### src/rtl/lutclu_pkg.sv
package lutclu_pkg;
  // bits that one logic element takes in the configuration chain
  function automatic int le_cfg_bits(input int k);
    return (1 << k) + 1;
  endfunction

  // width of a crossbar select that must address m sources
  function automatic int sel_bits(input int m);
    return (m > 1) ? $clog2(m) : 1;
  endfunction
endpackage

### src/rtl/cfg_chain.sv
module cfg_chain #(
  parameter int W = 16
) (
  input  logic         clk,
  input  logic         rst,
  input  logic         shift_en,
  input  logic         din,
  output logic [W-1:0] bits,
  output logic         dout
);
  always_ff @(posedge clk) begin
    if (rst)
      bits <= '0;
    else if (shift_en)
      bits <= {bits[W-2:0], din};
  end

  assign dout = bits[W-1];
endmodule

### src/rtl/mini_xbar.sv
module mini_xbar #(
  parameter int M  = 8,
  parameter int N  = 8,
  parameter int SW = 3
) (
  input  logic [M-1:0]    data,
  input  logic [N*SW-1:0] sel,
  output logic [N-1:0]    y
);
  localparam int PADW = 1 << SW;

  logic [PADW-1:0] padded;

  always_comb begin
    padded = '0;
    padded[M-1:0] = data;
  end

  for (genvar n = 0; n < N; n++) begin : g_mux
    assign y[n] = padded[sel[n*SW +: SW]];
  end
endmodule

### src/rtl/logic_elem.sv
module logic_elem #(
  parameter int K = 4
) (
  input  logic              clk,
  input  logic              rst,
  input  logic              hold,
  input  logic [K-1:0]      sel,
  input  logic [(1<<K)-1:0] tbl,
  input  logic              mode_reg,
  output logic              q,
  output logic              y
);
  logic lut_v;

  assign lut_v = tbl[sel];

  always_ff @(posedge clk) begin
    if (rst)
      q <= 1'b0;
    else if (!hold)
      q <= lut_v;
  end

  assign y = mode_reg ? q : lut_v;
endmodule

### src/rtl/lut_cluster.sv
module lut_cluster
  import lutclu_pkg::*;
#(
  parameter int N_LE  = 4,
  parameter int K     = 4,
  parameter int N_IN  = 8,
  parameter int N_OUT = 4
) (
  input  logic             clk,
  input  logic             rst,
  input  logic             cfg_en,
  input  logic             cfg_din,
  output logic             cfg_dout,
  input  logic [N_IN-1:0]  clu_in,
  output logic [N_OUT-1:0] clu_out
);
  localparam int NPAIR = N_LE / 2;
  localparam int GRP   = N_IN / NPAIR;
  localparam int DM    = GRP + N_LE;
  localparam int DN    = 2 * K;
  localparam int DSW   = sel_bits(DM);
  localparam int USW   = sel_bits(N_LE);
  localparam int LEW   = le_cfg_bits(K);
  localparam int TBLW  = 1 << K;
  localparam int DB    = N_LE * LEW;
  localparam int UB    = DB + NPAIR * DN * DSW;
  localparam int CW    = UB + N_OUT * USW;

  logic [CW-1:0]     cfg_bits;
  logic [N_LE-1:0]   le_ff;
  logic [N_LE-1:0]   le_out;
  logic [N_LE*K-1:0] le_in;
  logic [N_OUT-1:0]  up_sel;

  cfg_chain #(.W(CW)) u_cfg (
    .clk      (clk),
    .rst      (rst),
    .shift_en (cfg_en),
    .din      (cfg_din),
    .bits     (cfg_bits),
    .dout     (cfg_dout)
  );

  // downward tree: one crossbar per element pair, own input slice plus all feedback
  for (genvar j = 0; j < NPAIR; j++) begin : g_down
    mini_xbar #(.M(DM), .N(DN), .SW(DSW)) u_dx (
      .data ({le_ff, clu_in[j*GRP +: GRP]}),
      .sel  (cfg_bits[DB + j*DN*DSW +: DN*DSW]),
      .y    (le_in[j*DN +: DN])
    );
  end

  for (genvar i = 0; i < N_LE; i++) begin : g_le
    logic_elem #(.K(K)) u_le (
      .clk      (clk),
      .rst      (rst),
      .hold     (cfg_en),
      .sel      (le_in[i*K +: K]),
      .tbl      (cfg_bits[i*LEW +: TBLW]),
      .mode_reg (cfg_bits[i*LEW + TBLW]),
      .q        (le_ff[i]),
      .y        (le_out[i])
    );
  end

  // upward crossbar gathering every element output
  mini_xbar #(.M(N_LE), .N(N_OUT), .SW(USW)) u_up (
    .data (le_out),
    .sel  (cfg_bits[UB +: N_OUT*USW]),
    .y    (up_sel)
  );

  always_ff @(posedge clk) begin
    if (rst || cfg_en)
      clu_out <= '0;
    else
      clu_out <= up_sel;
  end
endmodule

### config.mk
export PLATFORM = sky130hd
export DESIGN_NAME = lut_cluster
export DESIGN_NICKNAME = d
export VERILOG_FILES = /design/src/rtl/lutclu_pkg.sv /design/src/rtl/cfg_chain.sv /design/src/rtl/mini_xbar.sv /design/src/rtl/logic_elem.sv /design/src/rtl/lut_cluster.sv
export SDC_FILE = /design/constraint.sdc
export NUM_CORES = 1
export LEC_CHECK = 0
export BUFFER_PORTS_ARGS = -buffer_cell sky130_fd_sc_hd__buf_2
export CORE_UTILIZATION = 35
export DETAILED_ROUTE_END_ITERATION = 16
export GPL_TIMING_DRIVEN = 0
export PLACE_DENSITY = 0.46
export SLEW_MARGIN = 10
export SYNTH_ARGS = -nofsm -noshare
export SYNTH_HDL_FRONTEND = slang
export SYNTH_SLANG_ARGS = --single-unit
### constraint.sdc
create_clock -name clk -period 3.4 [get_ports clk]
set_input_delay 0.85 -clock clk [delete_from_list [all_inputs] [get_ports clk]]
set_output_delay 0.85 -clock clk [all_outputs]
set_load 0.05 [all_outputs]
**Word-level counts from Yosys, hierarchy flattened**

Index checks and enable logic that the tools add are counted.

- Flip-flop bits (word level): 132
- Output and inout port bits: 5
- Word-level logic and storage cells: 83
- Input bits: 12

- Reduce and logical (&&, ||, !) cells: 1
- Multiplexer cells: 52
- Order comparisons: 24

Operators by type and width:

| kind | count |
|---|---|
| $lt 3x4->1 const B | 16 |
| $bmux 1 s3 | 16 |
| $mux 1 | 28 |
| $lt 4x5->1 const B | 4 |
| $bmux 1 s4 | 4 |
| $lt 2x3->1 const B | 4 |
| $bmux 1 s2 | 4 |
| $logic_or 1x1->1 | 1 |

**Logic depth before layout (Yosys ltp)**

- Depth after elaboration: 7
- Depth in mapped cells: 8
- Depth with buffers taken out: 7

**Modules after synthesis**

From an unflattened synthesis, not the netlist that was laid out.

- Cell total of the unflattened synthesis: 525
- Area, all modules: 6461.2 µm²

By module, submodules not included:

| module | instances | sequential area each (µm²) | area an instance (µm²) | cells each |
|---|---|---|---|---|
| cfg_chain | 1 | 2482.4 | 4439.3 | 401 |
| mini_xbar at g_down[0].u_dx ... | 2 | 0.0 | 510.5 | 24 |
| logic_elem | 4 | 20.0 | 200.2 | 16 |
| lut_cluster | 1 | 80.1 | 110.1 | 8 |
| mini_xbar at u_up | 1 | 0.0 | 90.1 | 4 |

**Worst setup path before layout**

Ideal clock, no wire load.

- Kind: input to register
- Start point: input clu_in[5]
- End point: register clu_out[3]
- Required time: 3.264 ns
- Data arrival time: 2.883 ns
- Stages on the path: 7
- Path slack: 0.381 ns
- Setup time: 0.136 ns
- Path buffers: 0
- Path through: mux4_1 > mux2i_4 > mux2i_1 > a22oi_1 > a211oi_1 > a311oi_2 > mux4_1

- Longest elaborated chain between the ends: 7
- Elaborated cells between the ends (all ways): 24
- Those cells by class: 24 x mux

Ends and longest elaborated chain:

| what | line | text |
|---|---|---|
| start, declared | lut_cluster.sv:14 | `input logic [N_IN-1:0] clu_in,` |
| $bmux 1 s3 | mini_xbar.sv:20 | `assign y[n] = padded[sel[n*SW +: SW]];` |
| $mux 1 (not written as such) | mini_xbar.sv:20 |  |
| $bmux 1 s4 | logic_elem.sv:15 | `assign lut_v = tbl[sel];` |
| $mux 1 (not written as such) | logic_elem.sv:15 |  |
| $mux 1 | logic_elem.sv:24 | `assign y = mode_reg ? q : lut_v;` |
| $bmux 1 s2 (*) | mini_xbar.sv:20 |  |
| $mux 1 (not written as such) (*) | mini_xbar.sv:20 |  |
| end signal, assigned | lut_cluster.sv:77 | `clu_out <= up_sel;` |
| end, declared | lut_cluster.sv:15 | `output logic [N_OUT-1:0] clu_out` |

Mark *: on every way between the ends. The rest lies on a longest branch, timed or not. The select of a mux whose other input is x is not followed.
A chain may end at the register's enable or synchronous reset.

**Final worst setup path**

- Start point: input clu_in[5]
- End point: register clu_out[1]

The elaborated chain is that of the path after synthesis.

==> impl_metrics.env <==
export IMPL_ctsHoldBuffers=0
export IMPL_grt_pass1_wl_mm=22.75
export IMPL_clock_skew_final_ns=0.004817
export IMPL_dpl_hpwl_mm=9.632
export IMPL_ys_warn_count=0
export IMPL_antenna_found_initial=0
export IMPL_clock_latency_ns=0.41
export IMPL_worstPathRequired_ns=3.68
export IMPL_ioPinCount=17
export IMPL_min_path_type="flip-flop to flip-flop"
export IMPL_yosysSeqAreaShare_pct=41.57
export IMPL_layout_cells_non_filler=842
export IMPL_wirelength_mm=13.81
export IMPL_min_path_cells=2
export IMPL_portBuffers=16
export IMPL_clockRootBuffer="clkbuf_16"
export IMPL_irDropWorstVdd_mv=0.3766
export IMPL_rsz0062_at_grt="no"
export IMPL_place_congestion=0.6796
export IMPL_syn_num_nets=584
export IMPL_finalSetupViolations=0
export IMPL_placedCellCount=813
export IMPL_final_hold_violation_count=0
export IMPL_die_h_um=136.8
export IMPL_stdcell_area_um2=7325
export IMPL_r2r_slack_ns=0.36
export IMPL_hp_start="u_cfg.bits[43]"
export IMPL_antenna_left=0
export IMPL_path_buf_inv=1
export IMPL_cts_tree="yes"
export IMPL_die_area_um2=18700
export IMPL_r2r_cells=8
export IMPL_core_um2=17540
export IMPL_drtPass1Iterations=4
export IMPL_crit_top_cell="mux4_1"
export IMPL_crit_type="input pin to flip-flop"
export IMPL_slowest_delay_ns=0.57
export IMPL_drive_above_1_share_pct=15.40
export IMPL_post_dp_cell_area_um2=6718
export IMPL_min_to="u_cfg.bits[43]"
export IMPL_cts_setup_buffers=0
export IMPL_die_x_um=136.8
export IMPL_reg2reg_from="g_le[2].u_le.q"
export IMPL_clk_pin_slew_ns=0.05
export IMPL_rows=48
export IMPL_max_cap_violations=0
export IMPL_layout_setup_ws_ns=0.2711
export IMPL_dp_slack_ns=-0.2957
export IMPL_yosysUniqueCellTypes=28
export IMPL_min_period_ns=3.129
export IMPL_relSlewSlack_pct=43.58
export IMPL_cpMaxStageDelayCell="mux4_1"
export IMPL_drc=0
export IMPL_layout_common_cells="mux2i_1, nor2_1, dfxtp_1"
export IMPL_tightestPinTransition_ns=0.8464
export IMPL_initial_utilization_pct=36.24
export IMPL_critical_path_top_delay_family="multiplexers"
export IMPL_grt_pass1_vias=4185
export IMPL_slew_viol_final=0
export IMPL_p_leak_uw=0.002964
export IMPL_syn_area_um2=6356
export IMPL_cts_buffers=17
export IMPL_fmax_ghz=0.3196
export IMPL_r2r_end="clu_out[1]"
export IMPL_syn_to_final_growth_pct=15.24
export IMPL_cp_max_fo=8
export IMPL_drtIter0Drc=125
export IMPL_arrival_ns=3.41
export IMPL_ys_ff_latch=132
export IMPL_viasPerCell=5.126
export IMPL_grt_max_degree=17
export IMPL_path_cells="buf_2, mux4_1, mux2i_4, mux2i_1, a22oi_1, a211oi_1, a311oi_2, mux4_1"
export IMPL_syn_area_per_cell_um2=11.11
export IMPL_layout_commonest_cell="mux2i_1"
export IMPL_nets=619
export IMPL_n_antenna_cell=0
export IMPL_vias=4316
export IMPL_fin_crit_sh_pct=92.03
export IMPL_power_per_cell_area_nw_per_um2=507.2
export IMPL_nFillCells=1721
export IMPL_final_util_pct=41.77
export IMPL_syn_inst=572
export IMPL_outcome="completed"
export IMPL_overflow=0
export IMPL_htree_num_levels=4
export IMPL_cts_sinks=132
export IMPL_cp_start_kind="input pin"
export IMPL_timing_hold_ws_ns=0.5153
export IMPL_grtUsageTotal_pct=16.21
export IMPL_cts_max_path_buffers=2
export IMPL_critPathCaptureType="flip-flop"
export IMPL_wl_per_cell_um=16.40
-- power breakdown --
part / switching, uW / total, uW / internal, uW / leakage (uW)
logic: 165 / 282 / 117 / 0.00160
clock network: 627 / 1860 / 1240 / 0.000295
registers: 12.8 / 1570 / 1560 / 0.00106
-- metal layers --
layer,wire length [um],vias to the layer above,GRT usage (%)
met4,211,0,6.111
li1,-,2146,-
met3,350,16,3.852
met5,0,-,0
met2,6279,35,25.21
met1,6966,2119,21.69
-- worst register-to-register path: stages (launching register included) --
cell      delay (ns)
dfxtp_1         0.57
clkbuf_1        0.53
mux4_2          0.39
mux2i_1         0.09
nor2_1          0.17
a22oi_1         0.13
a211oi_1        0.33
a311oi_2        0.15
mux4_1          0.55
-- through the flow --
step / setup TNS (ns) / power [uW]
after CTS: 0 / 3782
final: 0 / 3715
after global placement: -1.149 / 1884
after global routing: 0 / 3870
after floorplan: 0 / 1804
after detailed placement: -1.161 / 1886
-- state kept, by name, summed over array words and instances, names as in the netlist --
signal	count
u_cfg.bits	124
g_le.u_le.q	4
clu_out	4
-- kinds of logic (layout without fill, tap and decap cells) --
group | count (synthesis) | count (layout) | synth area share (%)
compound gates | 40 | 40 | 5.079
buf+inv | 37 | 82 | 2.244
simple gates | 149 | 149 | 9.016
flops | 132 | 132 | 41.57
mux | 214 | 214 | 42.09
-- worst max path at each step --
stage               slack [ns]         end  depth (start not counted)            from
floorplan                 0.38  clu_out[3]                          7       clu_in[5]
global route              0.16  clu_out[2]                          8       clu_in[5]
finish                    0.27  clu_out[1]                          8       clu_in[5]
global placement         -0.30  clu_out[0]                          8       clu_in[0]
detailed placement       -0.30  clu_out[1]                          8       clu_in[0]
CTS                       0.07  clu_out[1]                          8  g_le[2].u_le.q
-- cells in the mapped netlist, drive strengths merged --
cell    number  area share [%]
a211o        1            0.14
a211oi       7            0.98
a21o         3            0.35
a21oi        5            0.39
a22oi       16             2.0
a311oi       4            0.85
and2         1           0.098
and2b        1            0.12
buf         13            0.83
clkbuf      19             1.1
dfxtp      132              42
inv          5            0.30
mux2         6             1.1
mux2i      172              28
mux4        36              13
nand2        5            0.33
nor2       141             8.4
nor2b        1           0.098
o21ai        4            0.31
-- timing repair --
| action | CTS | global route |
|---|---|---|
| hold endpoints to repair | 0 | 0 |
| resized for setup | 0 | 1 |
| endpoints found under the setup margin | 0 | 4 |
-- area by class of cell --
class	count	area (um2)	area share (%)
plain buffers	32	123.9	1.691
clock buffers	25	505.5	6.901
clock inverters	4	95.09	1.298
inverters	5	18.77	0.2562
multi-input cells	403	3577	48.84
flip-flops and latches	132	2643	36.08
well taps	225	281.5	3.844
repair buffers	16	80.08	1.093
No activity file was read; power rests on OpenSTA's default activity.
